### config.mk
export PLATFORM = sky130hd
export DESIGN_NAME = tlb_flush_probe
export DESIGN_NICKNAME = d
export VERILOG_FILES = /design/src/rtl/tlbfp_pkg.sv /design/src/rtl/tlbfp_line_match.sv /design/src/rtl/tlbfp_first_hit.sv /design/src/rtl/tlbfp_rr_ptr.sv /design/src/rtl/tlb_flush_probe.sv
export SDC_FILE = /design/constraint.sdc
export NUM_CORES = 1
export LEC_CHECK = 0
export BUFFER_PORTS_ARGS = -buffer_cell sky130_fd_sc_hd__buf_2
export CAP_MARGIN = 0
export CORE_AREA = 2 2 188 329
export DETAILED_ROUTE_END_ITERATION = 10
export DIE_AREA = 0 0 190 331
export GPL_ROUTABILITY_DRIVEN = 0
export GPL_TIMING_DRIVEN = 0
export MAX_ROUTING_LAYER = met4
export PLACE_DENSITY = 0.71
export SYNTH_ARGS = -nofsm -noshare
export SYNTH_HDL_FRONTEND = slang
export SYNTH_HIERARCHICAL = 1
export SYNTH_SLANG_ARGS = --single-unit
### constraint.sdc
create_clock -name clk -period 4.39 [get_ports clk]
set_clock_uncertainty 0.1 [all_clocks]
set_input_delay 0 -clock clk [delete_from_list [all_inputs] [get_ports clk]]
set_output_delay 0 -clock clk [all_outputs]
set_load 0.05 [all_outputs]
### src/rtl/tlbfp_pkg.sv
package tlbfp_pkg;

    localparam int VA_W       = 32;
    localparam int PAGE_SHIFT = 12;
    localparam int SEG_SHIFT  = 18;
    localparam int RGN_SHIFT  = 24;
    localparam int VPN_W      = VA_W - PAGE_SHIFT;
    localparam int SEG_KEEP   = VA_W - SEG_SHIFT;
    localparam int RGN_KEEP   = VA_W - RGN_SHIFT;
    localparam int PTE_W      = 32;
    localparam int CODE_LSB   = 8;
    localparam int CODE_W     = 4;

    localparam logic [CODE_W-1:0] CODE_PAGE  = 4'd0;
    localparam logic [CODE_W-1:0] CODE_SEG   = 4'd1;
    localparam logic [CODE_W-1:0] CODE_RGN   = 4'd2;
    localparam logic [CODE_W-1:0] CODE_CTX   = 4'd3;
    localparam logic [CODE_W-1:0] CODE_ALL   = 4'd4;
    localparam logic [CODE_W-1:0] CODE_PROBE = 4'd4;

    typedef enum logic [1:0] {
        LVL_PAGE = 2'd0,
        LVL_SEG  = 2'd1,
        LVL_RGN  = 2'd2
    } map_lvl_e;

    typedef enum logic [2:0] {
        FL_NONE,
        FL_PAGE,
        FL_SEG,
        FL_RGN,
        FL_CTX,
        FL_ALL
    } flush_kind_e;

    typedef struct packed {
        logic [VPN_W-1:0] vpn;
        map_lvl_e         lvl;
        logic [PTE_W-1:0] pte;
    } tlb_line_t;

    // Tag bits that take part in a compare at a given mapping size.
    function automatic logic [VPN_W-1:0] vpn_mask(input map_lvl_e l);
        case (l)
            LVL_SEG: vpn_mask = {{SEG_KEEP{1'b1}}, {(VPN_W-SEG_KEEP){1'b0}}};
            LVL_RGN: vpn_mask = {{RGN_KEEP{1'b1}}, {(VPN_W-RGN_KEEP){1'b0}}};
            default: vpn_mask = {VPN_W{1'b1}};
        endcase
    endfunction

    function automatic int lvl_rank(input map_lvl_e l);
        case (l)
            LVL_SEG: lvl_rank = 1;
            LVL_RGN: lvl_rank = 2;
            default: lvl_rank = 0;
        endcase
    endfunction

    // The coarser of two sizes decides how many tag bits are compared.
    function automatic map_lvl_e wider(input map_lvl_e a, input map_lvl_e b);
        wider = (lvl_rank(a) >= lvl_rank(b)) ? a : b;
    endfunction

    function automatic map_lvl_e flush_lvl(input flush_kind_e k);
        case (k)
            FL_SEG:  flush_lvl = LVL_SEG;
            FL_RGN:  flush_lvl = LVL_RGN;
            default: flush_lvl = LVL_PAGE;
        endcase
    endfunction

endpackage

### src/rtl/tlbfp_line_match.sv
module tlbfp_line_match
    import tlbfp_pkg::*;
#(
    parameter int CTX_W = 16
) (
    input  logic                 line_valid,
    input  tlb_line_t            line,
    input  logic [CTX_W-1:0]     line_ctx,
    input  logic [CTX_W-1:0]     cur_ctx,
    input  flush_kind_e          fl_kind,
    input  logic [VPN_W-1:0]     fl_vpn,
    input  logic [VPN_W-1:0]     pr_vpn,
    output logic                 fl_hit,
    output logic                 pr_hit
);

    logic     ctx_eq;
    logic     fl_addr_eq;
    logic     scoped;
    map_lvl_e fl_cmp_lvl;

    always_comb begin
        ctx_eq     = (line_ctx == cur_ctx);
        fl_cmp_lvl = wider(flush_lvl(fl_kind), line.lvl);
        fl_addr_eq = ((line.vpn ^ fl_vpn) & vpn_mask(fl_cmp_lvl)) == '0;
        case (fl_kind)
            FL_PAGE, FL_SEG, FL_RGN: scoped = ctx_eq && fl_addr_eq;
            FL_CTX:                  scoped = ctx_eq;
            FL_ALL:                  scoped = 1'b1;
            default:                 scoped = 1'b0;
        endcase
        fl_hit = line_valid && scoped;
        pr_hit = line_valid && ctx_eq &&
                 (((line.vpn ^ pr_vpn) & vpn_mask(line.lvl)) == '0);
    end

endmodule

### src/rtl/tlbfp_first_hit.sv
module tlbfp_first_hit #(
    parameter int N = 8,
    parameter int W = 32
) (
    input  logic [N-1:0]        hits,
    input  logic [N-1:0][W-1:0] data,
    output logic                any_hit,
    output logic [W-1:0]        sel_data
);

    // Lowest index wins when several lines match.
    always_comb begin
        any_hit  = |hits;
        sel_data = '0;
        for (int i = N - 1; i >= 0; i--) begin
            if (hits[i]) sel_data = data[i];
        end
    end

endmodule

### src/rtl/tlbfp_rr_ptr.sv
module tlbfp_rr_ptr #(
    parameter int N = 8,
    localparam int PW = (N > 1) ? $clog2(N) : 1
) (
    input  logic          clk,
    input  logic          rst,
    input  logic          adv,
    output logic [PW-1:0] ptr
);

    localparam logic [PW-1:0] LAST = PW'(N - 1);

    always_ff @(posedge clk) begin
        if (rst) begin
            ptr <= '0;
        end else if (adv) begin
            ptr <= (ptr == LAST) ? '0 : ptr + 1'b1;
        end
    end

endmodule

### src/rtl/tlb_flush_probe.sv
module tlb_flush_probe
    import tlbfp_pkg::*;
#(
    parameter int ENTRIES      = 8,
    parameter int CTX_W        = 16,
    parameter bit SEG_FLUSH_EN = 1'b1,
    parameter bit RGN_FLUSH_EN = 1'b1,
    parameter bit CTX_FLUSH_EN = 1'b1
) (
    input  logic             clk,
    input  logic             rst,
    input  logic [31:0]      ctl_addr,
    input  logic             ctl_we,
    input  logic             ctl_re,
    output logic [31:0]      ctl_rdata,
    input  logic [CTX_W-1:0] cur_ctx,
    input  logic             fill_en,
    input  logic [31:0]      fill_va,
    input  logic [1:0]       fill_level,
    input  logic [CTX_W-1:0] fill_ctx,
    input  logic [31:0]      fill_pte
);

    localparam int PTR_W = (ENTRIES > 1) ? $clog2(ENTRIES) : 1;

    logic [CODE_W-1:0]           code;
    logic [VPN_W-1:0]            acc_vpn;
    flush_kind_e                 fl_kind;
    logic                        probe_req;

    tlb_line_t                   lines_q [ENTRIES];
    logic [CTX_W-1:0]            ctx_q   [ENTRIES];
    logic [ENTRIES-1:0]          valid_q;
    logic [ENTRIES-1:0]          valid_next;
    logic [ENTRIES-1:0]          fl_hit;
    logic [ENTRIES-1:0]          pr_hit;
    logic [ENTRIES-1:0][PTE_W-1:0] pte_vec;
    logic                        pr_any;
    logic [PTE_W-1:0]            pr_pte;
    logic [PTR_W-1:0]            ptr;
    logic [31:0]                 rdata_q;

    wire unused_addr_low = ^{ctl_addr[CODE_LSB-1:0], fill_va[PAGE_SHIFT-1:0]};

    assign code    = ctl_addr[CODE_LSB +: CODE_W];
    assign acc_vpn = ctl_addr[VA_W-1:PAGE_SHIFT];

    // Maintenance decode: the scope lives in the address, not the data.
    always_comb begin
        fl_kind = FL_NONE;
        if (ctl_we) begin
            case (code)
                CODE_PAGE: fl_kind = FL_PAGE;
                CODE_SEG:  fl_kind = SEG_FLUSH_EN ? FL_SEG : FL_NONE;
                CODE_RGN:  fl_kind = RGN_FLUSH_EN ? FL_RGN : FL_NONE;
                CODE_CTX:  fl_kind = CTX_FLUSH_EN ? FL_CTX : FL_NONE;
                CODE_ALL:  fl_kind = FL_ALL;
                default:   fl_kind = FL_NONE;
            endcase
        end
    end

    assign probe_req = ctl_re && (code == CODE_PROBE);

    for (genvar g = 0; g < ENTRIES; g++) begin : g_line
        tlbfp_line_match #(.CTX_W(CTX_W)) u_match (
            .line_valid (valid_q[g]),
            .line       (lines_q[g]),
            .line_ctx   (ctx_q[g]),
            .cur_ctx    (cur_ctx),
            .fl_kind    (fl_kind),
            .fl_vpn     (acc_vpn),
            .pr_vpn     (acc_vpn),
            .fl_hit     (fl_hit[g]),
            .pr_hit     (pr_hit[g])
        );
        assign pte_vec[g] = lines_q[g].pte;
    end

    tlbfp_first_hit #(.N(ENTRIES), .W(PTE_W)) u_pick (
        .hits     (pr_hit),
        .data     (pte_vec),
        .any_hit  (pr_any),
        .sel_data (pr_pte)
    );

    tlbfp_rr_ptr #(.N(ENTRIES)) u_rr (
        .clk (clk),
        .rst (rst),
        .adv (fill_en),
        .ptr (ptr)
    );

    // Flush clears first; a same-cycle fill then sets its slot.
    always_comb begin
        valid_next = valid_q & ~fl_hit;
        if (fill_en) valid_next[ptr] = 1'b1;
    end

    always_ff @(posedge clk) begin
        if (rst) begin
            valid_q <= '0;
            rdata_q <= '0;
        end else begin
            valid_q <= valid_next;
            rdata_q <= (probe_req && pr_any) ? pr_pte : '0;
        end
    end

    always_ff @(posedge clk) begin
        if (fill_en) begin
            lines_q[ptr] <= '{vpn: fill_va[VA_W-1:PAGE_SHIFT],
                              lvl: map_lvl_e'(fill_level),
                              pte: fill_pte};
            ctx_q[ptr]   <= fill_ctx;
        end
    end

    assign ctl_rdata = rdata_q;

    // a fill leaves a valid line tagged with its address at the old pointer.
    p_fill_lands_r2: assert property (@(posedge clk) disable iff (rst)
        fill_en |=> valid_q[$past(ptr)] &&
                    (lines_q[$past(ptr)].vpn == $past(fill_va[VA_W-1:PAGE_SHIFT])));

    // nonzero read data only follows a probe load.
    p_rdata_only_probe_r4: assert property (@(posedge clk) disable iff (rst)
        (ctl_rdata != '0) |-> $past(ctl_re && (ctl_addr[CODE_LSB +: CODE_W] == CODE_PROBE)));

    // a pure load changes neither line state nor replacement pointer.
    p_probe_keeps_state_r5: assert property (@(posedge clk) disable iff (rst)
        (ctl_re && !ctl_we && !fill_en) |=> $stable(valid_q) && $stable(ptr));

    // whole-cache flush without a fill leaves nothing valid.
    p_whole_flush_clears_r10: assert property (@(posedge clk) disable iff (rst)
        (fl_kind == FL_ALL && !fill_en) |=> (valid_q == '0));

    // unused codes keep the cache as it was.
    p_bad_code_ignored_r11: assert property (@(posedge clk) disable iff (rst)
        (ctl_we && (ctl_addr[CODE_LSB +: CODE_W] > CODE_ALL) && !fill_en) |=> $stable(valid_q));

    // a fill under a flush survives it.
    p_fill_over_flush_r13: assert property (@(posedge clk) disable iff (rst)
        (fill_en && ctl_we) |=> valid_q[$past(ptr)]);

endmodule

Word level (Yosys, flattened, before mapping). Memory sizes are Yosys's and may differ from the RTL's. Index checks and enable logic that the tools add are counted.

Muxes and demuxes: 58. Reduce and logical (&&, ||, !) cells: 55. Equal/unequal tests: 52. $lt $le $gt $ge: 10. Add/subtract/negate cells: 1. Bitwise operators: 28.

Operator list (number): case mux 12 bit (2 select lines) (16); bitwise AND 20 bit (16); logical NOT 20 bit (16); two-way mux 32 bit (8); bitwise XOR 20 bit (8); equality test 16 bit (8); >= comparator 32 x 3 -> 1 bit (4); case mux 2 bit (2 select lines) (10); logical AND 1 bit (35); equality test 2 x 1 -> 1 bit, second input constant (17); equality test 2 bit, second input constant (17); case mux 1 bit (3 select lines) (8); two-way mux 2 bit (8); case mux 3 bit (5 select lines) (1); equality test 3 bit, second input constant (3); bitwise AND 8 bit (1); equality test 4 x 2 -> 1 bit, second input constant (2); >= comparator 2 bit (4); two-way mux 8 bit (1); NOT 8 bit (1); OR 8 bit (1); OR reduction 8 bit (1); equality test 3 x 2 -> 1 bit, second input constant (2); two-way mux 3 bit (2); 12 further kinds (14).

Logic and storage cells: 209. Input bits: 135. Output and inout bits: 32. Memory bits (writable): 560. Memories: 2. Bits in registers: 43.

Memory list: lines_q (depth 8, bits a word 54, read ports 8, clocked after Yosys merged registers in 0, wr ports 1, RTL line tlb_flush_probe.sv:31) `tlb_line_t lines_q [ENTRIES];`; ctx_q (depth 8, bits a word 16, read ports 8, clocked after Yosys merged registers in 0, wr ports 1, RTL line tlb_flush_probe.sv:32) `logic [CTX_W-1:0] ctx_q [ENTRIES];`.

Longest topological paths before layout.
Depth in word-level cells: 20. Depth in mapped cells: 16. Mapped depth without buffers: 14.

Cells and area by module. The synthesis kept the hierarchy.

Modules (own cells, without submodules): tlb_flush_probe (cells an instance 713, area an instance 18397.6 µm², sequential area each 17616.9 µm², times used 1); tlbfp_line_match (cells an instance 98, area an instance 795.8 µm², sequential area each 0.0 µm², times used 8); tlbfp_first_hit (cells an instance 280, area an instance 1993.2 µm², sequential area each 0.0 µm², times used 1); tlbfp_rr_ptr (cells an instance 13, area an instance 141.4 µm², sequential area each 60.1 µm², times used 1).

Least setup slack after synthesis. No wires, ideal clock.

Kind: input-to-reg. Start point: input port ctl_addr[11]. End point: register valid_q[1]. Stages: 13. Buffers on the path: 0. Arrival: 3.763 ns. Setup slack: 0.408 ns. Library setup time: 0.119 ns. Required time: 4.171 ns. Path through: nand2b_1 nor3_1 or3b_2 ha_1 nand2b_1 a21oi_1 mux2_2 ha_1 o31ai_1 o2111ai_1 a21boi_1 nand2b_1 a21oi_1.

Cells in the longest elaborated chain, start to end: 20. Elaborated cells between the ends (all ways): 31. Those cells by class: order compare (1); eq/ne (13); mux (8); bitwise (4); reduce/logical (5).

Ends and longest elaborated chain: from (decl) (RTL line tlb_flush_probe.sv:12) `input logic [31:0] ctl_addr,`; equality test 4 x 3 -> 1 bit (tied with other cells) (RTL line tlb_flush_probe.sv:52) `case (code)`; case mux 3 bit (5 select lines) * (RTL line tlb_flush_probe.sv:52); two-way mux 3 bit * (RTL line tlb_flush_probe.sv:51) `if (ctl_we) begin`; net fl_kind[1] (RTL line tlb_flush_probe.sv:28) `flush_kind_e fl_kind;`; equality test 3 x 2 -> 1 bit (RTL line tlbfp_pkg.sv:65, tlbfp_line_match.sv:26); case mux 2 bit (2 select lines) (RTL line tlbfp_pkg.sv:65) `case (k)`; equality test 2 bit or equality test 2 x 1 -> 1 bit (tied branches) (RTL line tlbfp_pkg.sv:52) `case (l)`; case mux 2 bit (2 select lines) (RTL line tlbfp_pkg.sv:52); [... 6 more ...]; logical AND 1 bit (RTL line tlbfp_line_match.sv:27) `FL_PAGE, FL_SEG, FL_RGN: scoped = ctx_eq && fl_addr_eq;`; case mux 1 bit (3 select lines) * (RTL line tlbfp_line_match.sv:26) `case (fl_kind)`; logical AND 1 bit * (RTL line tlbfp_line_match.sv:32) `fl_hit = line_valid && scoped;`; net fl_hit[1] (RTL line tlb_flush_probe.sv:35) `logic [ENTRIES-1:0] fl_hit;`; NOT 8 bit * (RTL line tlb_flush_probe.sv:96) `valid_next = valid_q & ~fl_hit;`; bitwise AND 8 bit * (RTL line tlb_flush_probe.sv:96); OR 8 bit (no line); two-way mux 8 bit * (RTL line tlb_flush_probe.sv:97) `if (fill_en) valid_next[ptr] = 1'b1;`; to (signal assigned) (RTL line tlb_flush_probe.sv:105) `valid_q <= valid_next;`; to (decl) (RTL line tlb_flush_probe.sv:33) `logic [ENTRIES-1:0] valid_q;`.

Mark *: on every way through the listed nets, which the timed path passes. The rest lies on a longest branch. A chain may end at the register's enable or synchronous reset.

==> run summary <==
Root Buffer: clkbuf_16
Routed WL: 68700 um
Gate power share: 6.1%
period utilization: 93.7%
Syn Nets: 1967
WL/cell: 23.6 um
Worst R2R Setup Slack: 0.28 ns
Largest stage delay, worst path: 0.63 ns
number of synthesized flops with an enable pin: 560
R2R Path End: ctl_rdata[1]$_SDFF_PP0_
critical-path cell list: xor2_1 -> nor4_1 -> nand4_1 -> nor3_1 -> buf_4 -> nor2_2 -> clkbuf_1 -> nand3_1 -> nand4bb_1 -> clkbuf_1 -> dlygate4sd3_1 -> nor3_1
critical path launch point type: flop
die area: 62900 um2
Synth Warn #: 6
max_cap viols: 0
Via density: 5.50
register bit total from synthesis: 603
I/O pin cnt: 167
most frequent cell after synthesis: edfxtp_1
Sequential Power Share: 54.5%
Placed Cells: 2733
clock edge transition at the registers on the reported setup and hold paths: 0.07 ns
CTS tree: built
total track usage: 22.5%
Max transition margin: 44.8%
cell area after layout: 31400 um2
fin cells: 2911
Vias: 16008
CTS Buf Count: 50
design internal power: 0.00929 W
min-delay worst type: in -> reg
Die X: 190 um
Port Buffers: 146
sequential cell area fraction in the yosys report: 65.7%
worst flop-to-flop path startpoint: lines_q[0][46]$_DFFE_PP_
status: finished clean
switching share of power: 21.3%
Skew-Pair Late Insertion Delay: 0.60 ns
Final min period: 4.11 ns
vias in the first global route: 16966
Synth Instances: 1790
critical path arrival: 4.53 ns
Site Rows: 119
largest area contributor in the netlist: edfxtp_1
Critical path buffers and inverters: 4
clock tree buffer depth: 3
required time worst endpoint: 4.80 ns
synth-to-layout area growth: 16.9%
# setup viols final: 0
initial antenna violation count: 5
Starting Density: 44.8%
Final ANT Viol Nets: 0
slowest CP cell: dlygate4sd3_1
count of cell types in the netlist: 51
area of the multi-input gates: 8630 um2
CTS Sinks: 603
min-delay src: fill_pte[13]
Initial DRC Count: 1255
worst-margin pin slew: 0.826 ns
top-area cell type share of the netlist area: 62.5%
# fillers: 4849
Area after DPL: 28900 um2
hpwl dp: 47500 um
GR Overflow Total: 0
Final Hold Viols: 0
Core Footprint: 60000 um2
Post-synth ARST share: 0%
CP Depth: 12
worst-path fanout max: 10
Lkg Pwr: 10.3 nW
Psw: 0.00251 W
first-pass GRT wire length: 102000 um
pin count of the biggest net entering global routing: 45
fmax: 243 MHz
fin nets: 2254
CP endpoint kind: flop
Clock Power Share: 39.4%
largest delay contributor family on the critical path: simple AND/OR/NAND/NOR gates
post-CTS setup buffers: 0
die span in y: 331 um
top post-synthesis cells by count: edfxtp_1, xnor2_1, xor2_1
final core occ: 52.4%
Most used DFF post-synth: edfxtp_1
WHS Endpoint: lines_q[2][13]$_DFFE_PP_
Post-Syn Area per Cell: 15.0 um2
Synth area leaders: edfxtp_1, xnor2_1, xor2_1
ratio of cells with drive above 1 in the final layout: 16.6%
worst reg-to-reg path cell count: 12
DR pass1 iterations: 5
hold path depth: 2
drc violations: 0
H-tree depth: 2
register area: 17700 um2
post-synth design cell area: 26900 um2
peak supply drop: 0.338 mV
P per Cell Area: 375 nW/um2
fin. max-slew vios: 0
kind of critical path: reg -> reg
RSZ-0062 raised after global routing: false
## layout by cell type, fill, tap and decap left out, drive strengths merged, types with 6 or more instances in the layout
| cell type | Yosys | layout |
|---|---|---|
| a21boi | 8 | 8 |
| xnor2 | 305 | 305 |
| ha | 42 | 42 |
| nor4 | 25 | 25 |
| nand3 | 9 | 9 |
| edfxtp | 560 | 560 |
| o2111ai | 8 | 8 |
| nand4 | 73 | 73 |
| mux2 | 8 | 8 |
| inv | 65 | 68 |
| buf | 33 | 190 |
| a21oi | 30 | 30 |
| nor2b | 11 | 11 |
| or2b | 23 | 23 |
| o21ai | 74 | 74 |
| or3 | 8 | 8 |
| and3b | 8 | 8 |
| a22oi | 31 | 31 |
| nand2b | 28 | 28 |
| dlygate4sd3 | 0 | 78 |
| dfxtp | 43 | 43 |
| or3b | 10 | 10 |
| clkinv | 0 | 16 |
| nor3 | 65 | 65 |
| a221o | 61 | 61 |
| diode | 0 | 6 |
| xor2 | 144 | 144 |
| clkbuf | 15 | 78 |
| o31ai | 16 | 16 |
| a31oi | 40 | 40 |
| bufinv | 0 | 7 |
| nor2 | 19 | 19 |
| nand2 | 13 | 13 |
## power groups by stage
stage / combinational (W) / sequential, W / clock, W
floorplan: 0.000326 / 0.00655 / 0
global placement: 0.000624 / 0.00656 / 0
detailed placement: 0.000668 / 0.00656 / 0
CTS: 0.000730 / 0.00643 / 0.00472
finish: 0.000723 / 0.00643 / 0.00465
global route: 0.000782 / 0.00644 / 0.00492
## worst max-delay path by stage
| stage | from | slack, ns | end |
|---|---|---|---|
| 5_1_grt | ctx_q[5][10]$_DFFE_PP_ | 0.13 | ctl_rdata[1]$_SDFF_PP0_ |
| 2_1_floorplan | ctl_addr[11] | 0.41 | valid_q[1]$_SDFF_PP0_ |
| 4_1_cts | ctl_addr[9] | 0.07 | valid_q[1]$_SDFF_PP0_ |
| 3_3_place_gp | ctl_addr[11] | -1.23 | valid_q[3]$_SDFF_PP0_ |
| 6_report | lines_q[0][46]$_DFFE_PP_ | 0.28 | ctl_rdata[1]$_SDFF_PP0_ |
| 3_5_place_dp | ctl_addr[9] | 0.07 | valid_q[3]$_SDFF_PP0_ |
## area by class of cell
cell class | instances | share of cell area (%)
clock buffers | 63 | 4.30
repair buffers | 235 | 5.64
inverters | 65 | 0.840
flip-flops and latches | 603 | 56.2
multi-input cells | 1072 | 27.5
clock inverters | 31 | 1.16
well taps | 786 | 3.13
plain buffers | 50 | 1.19
diodes | 6 | 0.0478
## layer usage
layer / share of wire (%) / wire (um) / up-vias / global-route usage (%)
li1: - / - / 7329 / -
met5: 0 / 0 / - / -
met4: 4.0 / 2760 / 0 / 9.62
met2: 55 / 37900 / 519 / 42.3
met1: 36 / 24900 / 8008 / 23.6
met3: 4.5 / 3120 / 152 / 2.59
## metrics by stage
| step | total power, W | worst slack [ns] | setup TNS (ns) | hold WS [ns] |
|---|---|---|---|---|
| finish | 0.0118 | 0.276 | 0 | 0.110 |
| global route | 0.0121 | 0.125 | 0 | 0.119 |
| CTS | 0.0119 | 0.0663 | 0 | 0.0837 |
| detailed placement | 0.00723 | 0.0735 | 0 | 0.109 |
| global placement | 0.00719 | -1.23 | -9.47 | 0.102 |
| floorplan | 0.00688 | 0.408 | 0 | -0.0376 |
## registers in the layout (all words and copies together), names as in the netlist
signal	flops
lines_q	432
valid_q	8
ctl_rdata	32
u_rr/ptr	3
ctx_q	128
## repair_timing
item	in CTS	in global routing
setup endpoints to repair	0	1
hold buffers	78	0
resized for setup	0	1
endpoints found under the hold margin	574	0
## cells by family after synthesis
group                      share of synthesized area, %
DFF                                                65.7
and+or+nand+nor                                    8.02
AOI/OAI and AO/OA                                  7.02
adders and majority gates                          1.95
buffers and inverters                              2.30
xor gates and xnor gates                           14.6
muxes                                             0.372
Power figures use the tool's default switching activity.
